--- config.mk ---
export PLATFORM = sky130hd
export DESIGN_NAME = mcu_rst_ctrl
export DESIGN_NICKNAME = d
export VERILOG_FILES = /design/src/rtl/rstc_pkg.sv /design/src/rtl/rstc_sync.sv /design/src/rtl/rstc_pin_filter.sv /design/src/rtl/rstc_seq.sv /design/src/rtl/mcu_rst_ctrl.sv
export SDC_FILE = /design/constraint.sdc
export NUM_CORES = 1
export LEC_CHECK = 0
export CAP_MARGIN = 20
export CORE_UTILIZATION = 40
export DETAILED_ROUTE_END_ITERATION = 6
export PLACE_DENSITY_LB_ADDON = 0.12
export SLEW_MARGIN = 30
export SYNTH_ARGS = -nofsm -noshare
export SYNTH_HDL_FRONTEND = slang
export SYNTH_SLANG_ARGS = --single-unit
export TNS_END_PERCENT = 50
--- constraint.sdc ---
create_clock -name clk -period 1.9 [get_ports clk]
set_input_delay 0.38 -clock clk [delete_from_list [all_inputs] [get_ports clk]]
set_output_delay 0.38 -clock clk [all_outputs]
set_load 0.005 [all_outputs]
--- src/rtl/rstc_pkg.sv ---
package rstc_pkg;
    // cause register bit positions
    localparam int NCAUSE  = 3;
    localparam int CZ_WDOG = 0;
    localparam int CZ_BRN  = 1;
    localparam int CZ_BAD  = 2;

    // synchronizer lane positions
    localparam int NSYNC    = 8;
    localparam int SY_PIN   = 0;
    localparam int SY_WDOG  = 1;
    localparam int SY_BRN   = 2;
    localparam int SY_BAD   = 3;
    localparam int SY_DBG   = 4;
    localparam int SY_PORK  = 5;
    localparam int SY_BRNOK = 6;
    localparam int SY_RANGE = 7;

    // pin idles high, every other lane idles low
    localparam logic [NSYNC-1:0] SYNC_IDLE = 8'b0000_0001;

    typedef struct packed {
        logic ext_low;
        logic wdog;
        logic brn_det;
        logic bad_op;
        logic por_ok;
        logic brn_ok;
    } cause_req_t;
endpackage

--- src/rtl/rstc_sync.sv ---
module rstc_sync #(
    parameter int              W       = 1,
    parameter logic [W-1:0]    RST_VAL = '0
) (
    input  logic         clk,
    input  logic         arst,
    input  logic [W-1:0] d,
    output logic [W-1:0] q
);
    for (genvar i = 0; i < W; i++) begin : g_lane
        logic meta_q, out_q;
        always_ff @(posedge clk or posedge arst) begin
            if (arst) begin
                meta_q <= RST_VAL[i];
                out_q  <= RST_VAL[i];
            end else begin
                meta_q <= d[i];
                out_q  <= meta_q;
            end
        end
        assign q[i] = out_q;
    end
endmodule

--- src/rtl/rstc_pin_filter.sv ---
module rstc_pin_filter #(
    parameter int FILT_CYC = 200
) (
    input  logic clk,
    input  logic arst,
    input  logic pin_n_s,
    input  logic range_ok_s,
    output logic ext_low
);
    localparam int CW = $clog2(FILT_CYC + 1);

    typedef struct packed {
        logic          low;
        logic [CW-1:0] cnt;
    } filt_t;

    filt_t st_d, st_q;

    always_comb begin
        st_d = st_q;
        if (pin_n_s) begin
            st_d.cnt = '0;
            st_d.low = 1'b0;
        end else if (range_ok_s && !st_q.low) begin
            if (st_q.cnt == CW'(FILT_CYC - 1)) st_d.low = 1'b1;
            else                               st_d.cnt = st_q.cnt + 1'b1;
        end
    end

    always_ff @(posedge clk or posedge arst) begin
        if (arst) st_q <= '0;
        else      st_q <= st_d;
    end

    assign ext_low = st_q.low;
endmodule

--- src/rtl/rstc_seq.sv ---
module rstc_seq
    import rstc_pkg::*;
#(
    parameter int PROC_CYC = 64
) (
    input  logic              clk,
    input  logic              arst,
    input  cause_req_t        req,
    input  logic              cause_clr,
    output logic              rst,
    output logic              vreq,
    output logic [NCAUSE-1:0] cause
);
    localparam int CW = $clog2(PROC_CYC + 1);

    typedef struct packed {
        logic              rst;
        logic              vreq;
        logic              por_wait;
        logic              brn_wait;
        logic [CW-1:0]     cnt;
        logic [NCAUSE-1:0] cause;
    } seq_t;

    localparam seq_t SEQ_RST = '{rst: 1'b1, vreq: 1'b0, por_wait: 1'b1,
                                 brn_wait: 1'b0, cnt: '0, cause: '0};

    seq_t st_d, st_q;
    logic active;

    always_comb begin
        st_d      = st_q;
        st_d.vreq = 1'b0;

        if (req.brn_det)     st_d.brn_wait = 1'b1;
        else if (req.brn_ok) st_d.brn_wait = 1'b0;
        if (req.por_ok)      st_d.por_wait = 1'b0;

        active = st_q.por_wait | st_q.brn_wait | req.brn_det |
                 req.ext_low | req.wdog | req.bad_op;

        if (active) begin
            st_d.rst = 1'b1;
            st_d.cnt = '0;
        end else if (st_q.rst) begin
            if (st_q.cnt == CW'(PROC_CYC - 1)) begin
                st_d.rst  = 1'b0;
                st_d.cnt  = '0;
                st_d.vreq = 1'b1;
            end else begin
                st_d.cnt = st_q.cnt + 1'b1;
            end
        end

        // clears first, new causes win
        if (req.ext_low || cause_clr) st_d.cause = '0;
        if (req.wdog)    st_d.cause[CZ_WDOG] = 1'b1;
        if (req.brn_det) st_d.cause[CZ_BRN]  = 1'b1;
        if (req.bad_op)  st_d.cause[CZ_BAD]  = 1'b1;
    end

    always_ff @(posedge clk or posedge arst) begin
        if (arst) st_q <= SEQ_RST;
        else      st_q <= st_d;
    end

    assign rst   = st_q.rst;
    assign vreq  = st_q.vreq;
    assign cause = st_q.cause;
endmodule

--- src/rtl/mcu_rst_ctrl.sv ---
module mcu_rst_ctrl
    import rstc_pkg::*;
#(
    parameter int FILT_CYC   = 200,
    parameter int PROC_CYC   = 64,
    parameter int NPORT      = 16,
    parameter int LOWPIN_IDX = 15,
    parameter int NOSC       = 4,
    parameter int HS_OSC_IDX = 0
) (
    input  logic              clk,
    input  logic              ext_rst_n,
    input  logic              wdog_expire,
    input  logic              pwr_on_det,
    input  logic              brownout_det,
    input  logic              bad_opcode,
    input  logic              debug_mode,
    input  logic              por_vdd_ok,
    input  logic              brn_vdd_ok,
    input  logic              vdd_in_range,
    input  logic              cause_clr,
    output logic              sys_rst,
    output logic              vec_req,
    output logic [NCAUSE-1:0] cause,
    output logic [NPORT-1:0]  port_hiz,
    output logic              pin_low_drv,
    output logic [NOSC-1:0]   osc_stop,
    output logic              ext_clk_gate
);
    logic [NSYNC-1:0] raw, syn;
    logic             ext_low;
    cause_req_t       req;

    always_comb begin
        raw           = '0;
        raw[SY_PIN]   = ext_rst_n;
        raw[SY_WDOG]  = wdog_expire;
        raw[SY_BRN]   = brownout_det;
        raw[SY_BAD]   = bad_opcode;
        raw[SY_DBG]   = debug_mode;
        raw[SY_PORK]  = por_vdd_ok;
        raw[SY_BRNOK] = brn_vdd_ok;
        raw[SY_RANGE] = vdd_in_range;
    end

    rstc_sync #(.W(NSYNC), .RST_VAL(SYNC_IDLE)) u_sync (
        .clk (clk),
        .arst(pwr_on_det),
        .d   (raw),
        .q   (syn)
    );

    rstc_pin_filter #(.FILT_CYC(FILT_CYC)) u_filt (
        .clk       (clk),
        .arst      (pwr_on_det),
        .pin_n_s   (syn[SY_PIN]),
        .range_ok_s(syn[SY_RANGE]),
        .ext_low   (ext_low)
    );

    always_comb begin
        req.ext_low = ext_low;
        req.wdog    = syn[SY_WDOG];
        req.brn_det = syn[SY_BRN];
        req.bad_op  = syn[SY_BAD] & ~syn[SY_DBG];
        req.por_ok  = syn[SY_PORK];
        req.brn_ok  = syn[SY_BRNOK];
    end

    rstc_seq #(.PROC_CYC(PROC_CYC)) u_seq (
        .clk      (clk),
        .arst     (pwr_on_det),
        .req      (req),
        .cause_clr(cause_clr),
        .rst      (sys_rst),
        .vreq     (vec_req),
        .cause    (cause)
    );

    for (genvar p = 0; p < NPORT; p++) begin : g_port
        if (p == LOWPIN_IDX) begin : g_low
            assign port_hiz[p] = 1'b0;
        end else begin : g_hiz
            assign port_hiz[p] = sys_rst;
        end
    end
    assign pin_low_drv = sys_rst;

    for (genvar o = 0; o < NOSC; o++) begin : g_osc
        if (o == HS_OSC_IDX) begin : g_hs
            assign osc_stop[o] = sys_rst;
        end else begin : g_other
            assign osc_stop[o] = 1'b1;
        end
    end
    assign ext_clk_gate = sys_rst;
endmodule

# Word-level counts from Yosys, hierarchy flattened
# Cells that the tools add are included.
# op_classes
addsub,2
mul,0
div,0
n_lt_le_gt_ge,0
n_eq_ne,3
shift,0
muxes,17
bitwise,7
reduce_logical,12
# op_table
operator,n
$mux 7,3
$mux 9,2
$reduce_bool 2->1,7
$add 8x1->8 const B,1
$eq 8x8->1 const B,1
$mux 1,8
$mux 8,1
$add 7x1->7 const B,1
$eq 7x6->1 const B,1
$or 1x1->1,5
$mux 2,2
$reduce_and 2->1,2
$mux 3,1
$ne 2x2->1 const B,1
$and 1x1->1,1
$logic_and 1x1->1,1
$logic_not 1->1,1
$logic_or 1x1->1,1
$not 1->1,1
# word_totals
reg_bits,39
latchBits,0
ramBits,0
rom_bits,0
inputBits,11
out_inout_bits,27
word_cells,67
mem_count,0

# Logic depth before layout (Yosys ltp)
# logic_depth
ltp_word,6
ltp_mapped,4

# By module
# From an unflattened synthesis, not the netlist that was laid out.
# hier_totals
cells_unflattened,162
hier_area_um2,1849.3
# modules_own_cells
mod,instances,cells_per_inst,area_each_um2,seq_area_each_um2
rstc_seq,1,59,663.1,352.8
rstc_pin_filter,1,53,533.0,225.2
rstc_sync,1,25,466.7,402.9
mcu_rst_ctrl,1,25,186.4,0.0

# Worst setup path before layout
# No wires, ideal clock.
# synth_timing
kind,register to register
from,"register u_seq.st_q, in the netlist u_seq.rst"
to,register u_seq.st_q[8] (netlist name)
setup_time_ns,0.100
arrival_time_ns,1.462
t_required_ns,1.800
setup_slack_ns,0.338
stages_incl_launch_ff,5
period_less_slack_ns,1.562
path_cell_list,dfstp_2 > buf_2 > inv_1 > o31a_1 > a311oi_1
# synth_between
elab_chain_len,1
# synth_lines
item,line_no,text
from (decl),rstc_seq.sv:28,"seq_t st_d, st_q;"
from (signal assigned),rstc_seq.sv:64,else st_q <= st_d;
$reduce_bool 2->1 (no source line),--,
# No other way between the ends.
# A chain may end at the register's enable or synchronous reset.

# Final worst setup path
# layout_timing
from,"register u_seq.st_q, in the netlist u_seq.rst"
to,output port port_hiz[14]
# layout_rtl
item,line_no,text
to (decl),mcu_rst_ctrl.sv:25,"output logic [NPORT-1:0] port_hiz,"
# No word-level cell between the ends.

==> qor.csv <==
stage,metric,value,unit
pwr,P_leak,0.000824,uW
synthesis,Ys Warns,0,
sta,Max Slew Vio Count,0,
floorplanning,die area,0.00448,mm2
global_routing,Overflow after GRT,0,
sta,Fin Clk Skew,0.00357,ns
critical_path,Worst Path Arrival,1.23,ns
clocking,"Clk Latency, worst-skew pair",0.29,ns
critical_path,cell family with the largest share of critical-path delay,flip-flops,
pwr,VDD IR max,475,uV
final_layout,Total Nets Final,179,
clocking,Clock Path Buffers,2,
pwr,Tot Pwr,1500,uW
route,via count,1078,
route,remaining antenna violation count,0,
critical_path,R2R cell count,4,
sta,unrepaired setup endpoints after global routing,no,
sta,setup ws final,0.294,ns
critical_path,CP required,1.52,ns
final_layout,Area Growth Syn to Fin,17.1,%
critical_path,Crit path buffers/inverters,1,
critical_path,CP peak stage delay,0.66,ns
critical_path,worst setup path class,flip-flop to output port,
clocking,clk sinks,39,
place,RD Place Congestion,0.750,
route,detailed-route wire length,2.55,mm
critical_path,worst-path fanout max,20,
min_path,Hold Path Depth,0,
synthesis,most common cell in the synthesized netlist,dfrtp_1,
synthesis,ys async rst share,1.00,
synthesis,top cell type's share of synthesized area,0.520,
critical_path,start point of the critical path,u_seq.rst,
clocking,"Reg clk slew, reported paths",0.07,ns
critical_path,crit-path cells,dlygate4sd2_1,
synthesis,mux cell area share after synthesis,0.0186,
synthesis,main combinational cell family by area after synthesis,simple AND/OR/NAND/NOR gates,
pwr,P per Cell Area,758,mW/mm2
route,initial drt markers,40,
global_routing,first-pass GRT wire length,4.31,mm
synthesis,adder-cell share of the synthesized area,0.0148,
critical_path,Crit path depth,1,
place,post-DP HPWL,1.74,mm
synthesis,library cells used by synthesis,35,
critical_path,critical path's slowest cell,dfstp_2,
min_path,Hold Path Class,flip-flop to flip-flop,
synthesis,list of most frequent post-synthesis cells,"35 x dfrtp_1, 25 x buf_4, 8 x nor2_1, 8 x o21ai_0, 7 x a21oi_1",
sta,Final Critical Period,1.61,ns
synthesis,Main synth FF type,dfrtp_1,
final_layout,ANT cells,0,
place,number of port buffers,33,
global_routing,total track usage,0.134,
floorplanning,Core Area,0.00403,mm2
clocking,hold buffers post-CTS,0,
sta,setup_tns,0,ns
critical_path,worst flop-to-flop path startpoint,u_filt.st_q[0],
place,pre-CTS setup slack,0.265,ns
final_layout,final instance area,0.00197,mm2
place,cell area after placement,0.00191,mm2
synthesis,largest area contributor in the netlist,dfrtp_1,
synthesis,Post-Synth XOR/XNOR Area,0.0104,
outcome,status,finished clean,
route,Vias/cell,4.97,
clocking,TritonCTS clock tree,built,
global_routing,largest net degree at the start of global routing,40,
synthesis,synthesized area,0.00169,mm2
floorplanning,Starting Density,0.418,
sta,fmax,623,MHz
route,Post-route DRC,0,
clocking,Inserted Clock Buffers,5,
sta,Final setup viols,0,
sta,"Hold Vio Cnt, Final",0,
synthesis,Synth Area in Compound Gates,0.105,
synthesis,sequential area share after synthesis,0.582,
global_routing,number of global-route vias before repair,1008,
synthesis,Syn Area/Cell,11.4,um2
critical_path,Critical Path Source Type,flip-flop,
clocking,H-tree depth,2,
sta,hold_ws,0.350,ns
floorplanning,Die Y,66.9,um
route,WL per Instance,11.8,um
synthesis,Synth Area in Simple Gates,0.134,
clocking,Clock Root Buffer,clkbuf_8,
route,drt pass-1 iters,4,
sta,fin crit share,0.845,
floorplanning,Die Wd,66.9,um
global_routing,initial antenna violation count,0,
min_path,worst hold path startpoint,u_sync.g_lane[2].meta_q,
final_layout,layout cell share with drive strength beyond 1,0.102,
floorplanning,Cell Rows,23,
synthesis,Area contributors post-synth,"dfrtp_1 52%, buf_4 11%, dfstp_2 6.2%, o21ai_0 2.4%, nand2b_1 2.2%",
synthesis,register bit total from synthesis,39,
synthesis,Synth Instances,148,
critical_path,crit end category,output port,
floorplanning,io pins,38,
synthesis,Post-synth EDFFs,0,
flow_run,# Max-Cap Violations,0,
per-layer routing:
metal  global-route usage  up-vias  part of all wire
met5                    0        -                 0
met3               0.0445        5             0.073
met1                0.153      507              0.45
met4               0.0771        0             0.016
met2                0.217       52              0.46
li1                     -      514                 -
through the flow:
stage	cells	utilization
global placement	209	0.475
floorplan	150	-
global route	217	0.490
detailed placement	209	0.475
CTS	217	0.490
finish	217	0.490
state kept, by name, summed over array words and instances, names as in the netlist:
register              cells
u_seq.cause               3
u_sync.g_lane.meta_q      8
u_sync.g_lane.out_q       8
u_seq.rst                 1
u_seq.vreq                1
u_seq.st_q                9
u_filt.st_q               8
u_filt.ext_low            1
repair_timing:
| action | in CTS | in global routing |
|---|---|---|
| gates resized for setup | 19 | 0 |
| setup endpoints to repair | 19 | 0 |
| buffers inserted | 0 | 0 |
power breakdown:
group | internal [uW] | switching (uW)
logic | 42.3 | 34.7
registers | 860 | 20.2
clock network | 256 | 283
total | 1160 | 338
logic make-up after synthesis:
logic type               after synthesis
buffers and inverters                 33
flip-flops                            39
AND/OR/NAND/NOR                       39
other                                  2
AO/OA/AOI/OAI                         28
multiplexers                           3
XOR/XNOR                               2
adder cells (fa/ha/maj)                2
cells in the final DEF, fill, tap and decap left out, drive strengths merged, types with 3 or more instances in the layout:
cell           synthesis  routed
dfrtp                 35      35
dlygate4sd2            0      19
clkdlybuf4s50          0      14
nor2                   8       8
o21ai                  8       8
a21oi                  7       7
nand2b                 6       6
nand2                  6       6
inv                    6       6
clkbuf                 1       6
a21o                   4       4
conb                   2       4
dfstp                  4       4
nand3                  3       3
nand4                  3       3
nor2b                  3       3
buf                   26       3
or3                    3       3
worst reg2reg max path: cells and delay by family, from the launching register on:
| family | cells | cell delay, ns |
|---|---|---|
| adders and majority gates | 1 | 0.25 |
| DFF | 1 | 0.44 |
| and+or+nand+nor | 1 | 0.25 |
| muxes | 1 | 0.36 |
| AOI/OAI and AO/OA | 1 | 0.20 |
cell type report:
cell class | count | area [um2]
inverters | 6 | 22.5
multi-input cells | 78 | 493
repair buffers | 36 | 329
well taps | 50 | 62.6
fillers | 382 | 2060
clock buffers | 6 | 72.6
flip-flops and latches | 39 | 981
clock inverters | 2 | 12.5
path summary, 6_finish.rpt:
check | end | slack, ns
setup / recovery | port_hiz[14] | 0.29
hold / removal | u_sync.g_lane[2].out_q | 0.35
setup reg to reg | u_filt.st_q[0] | 0.29
hold reg to reg | u_sync.g_lane[2].out_q | 0.35
max in group asynchronous | u_sync.g_lane[0].out_q | 1.03
min in group asynchronous | u_seq.vreq | 0.51
No activity file was read; power rests on OpenSTA's default activity.
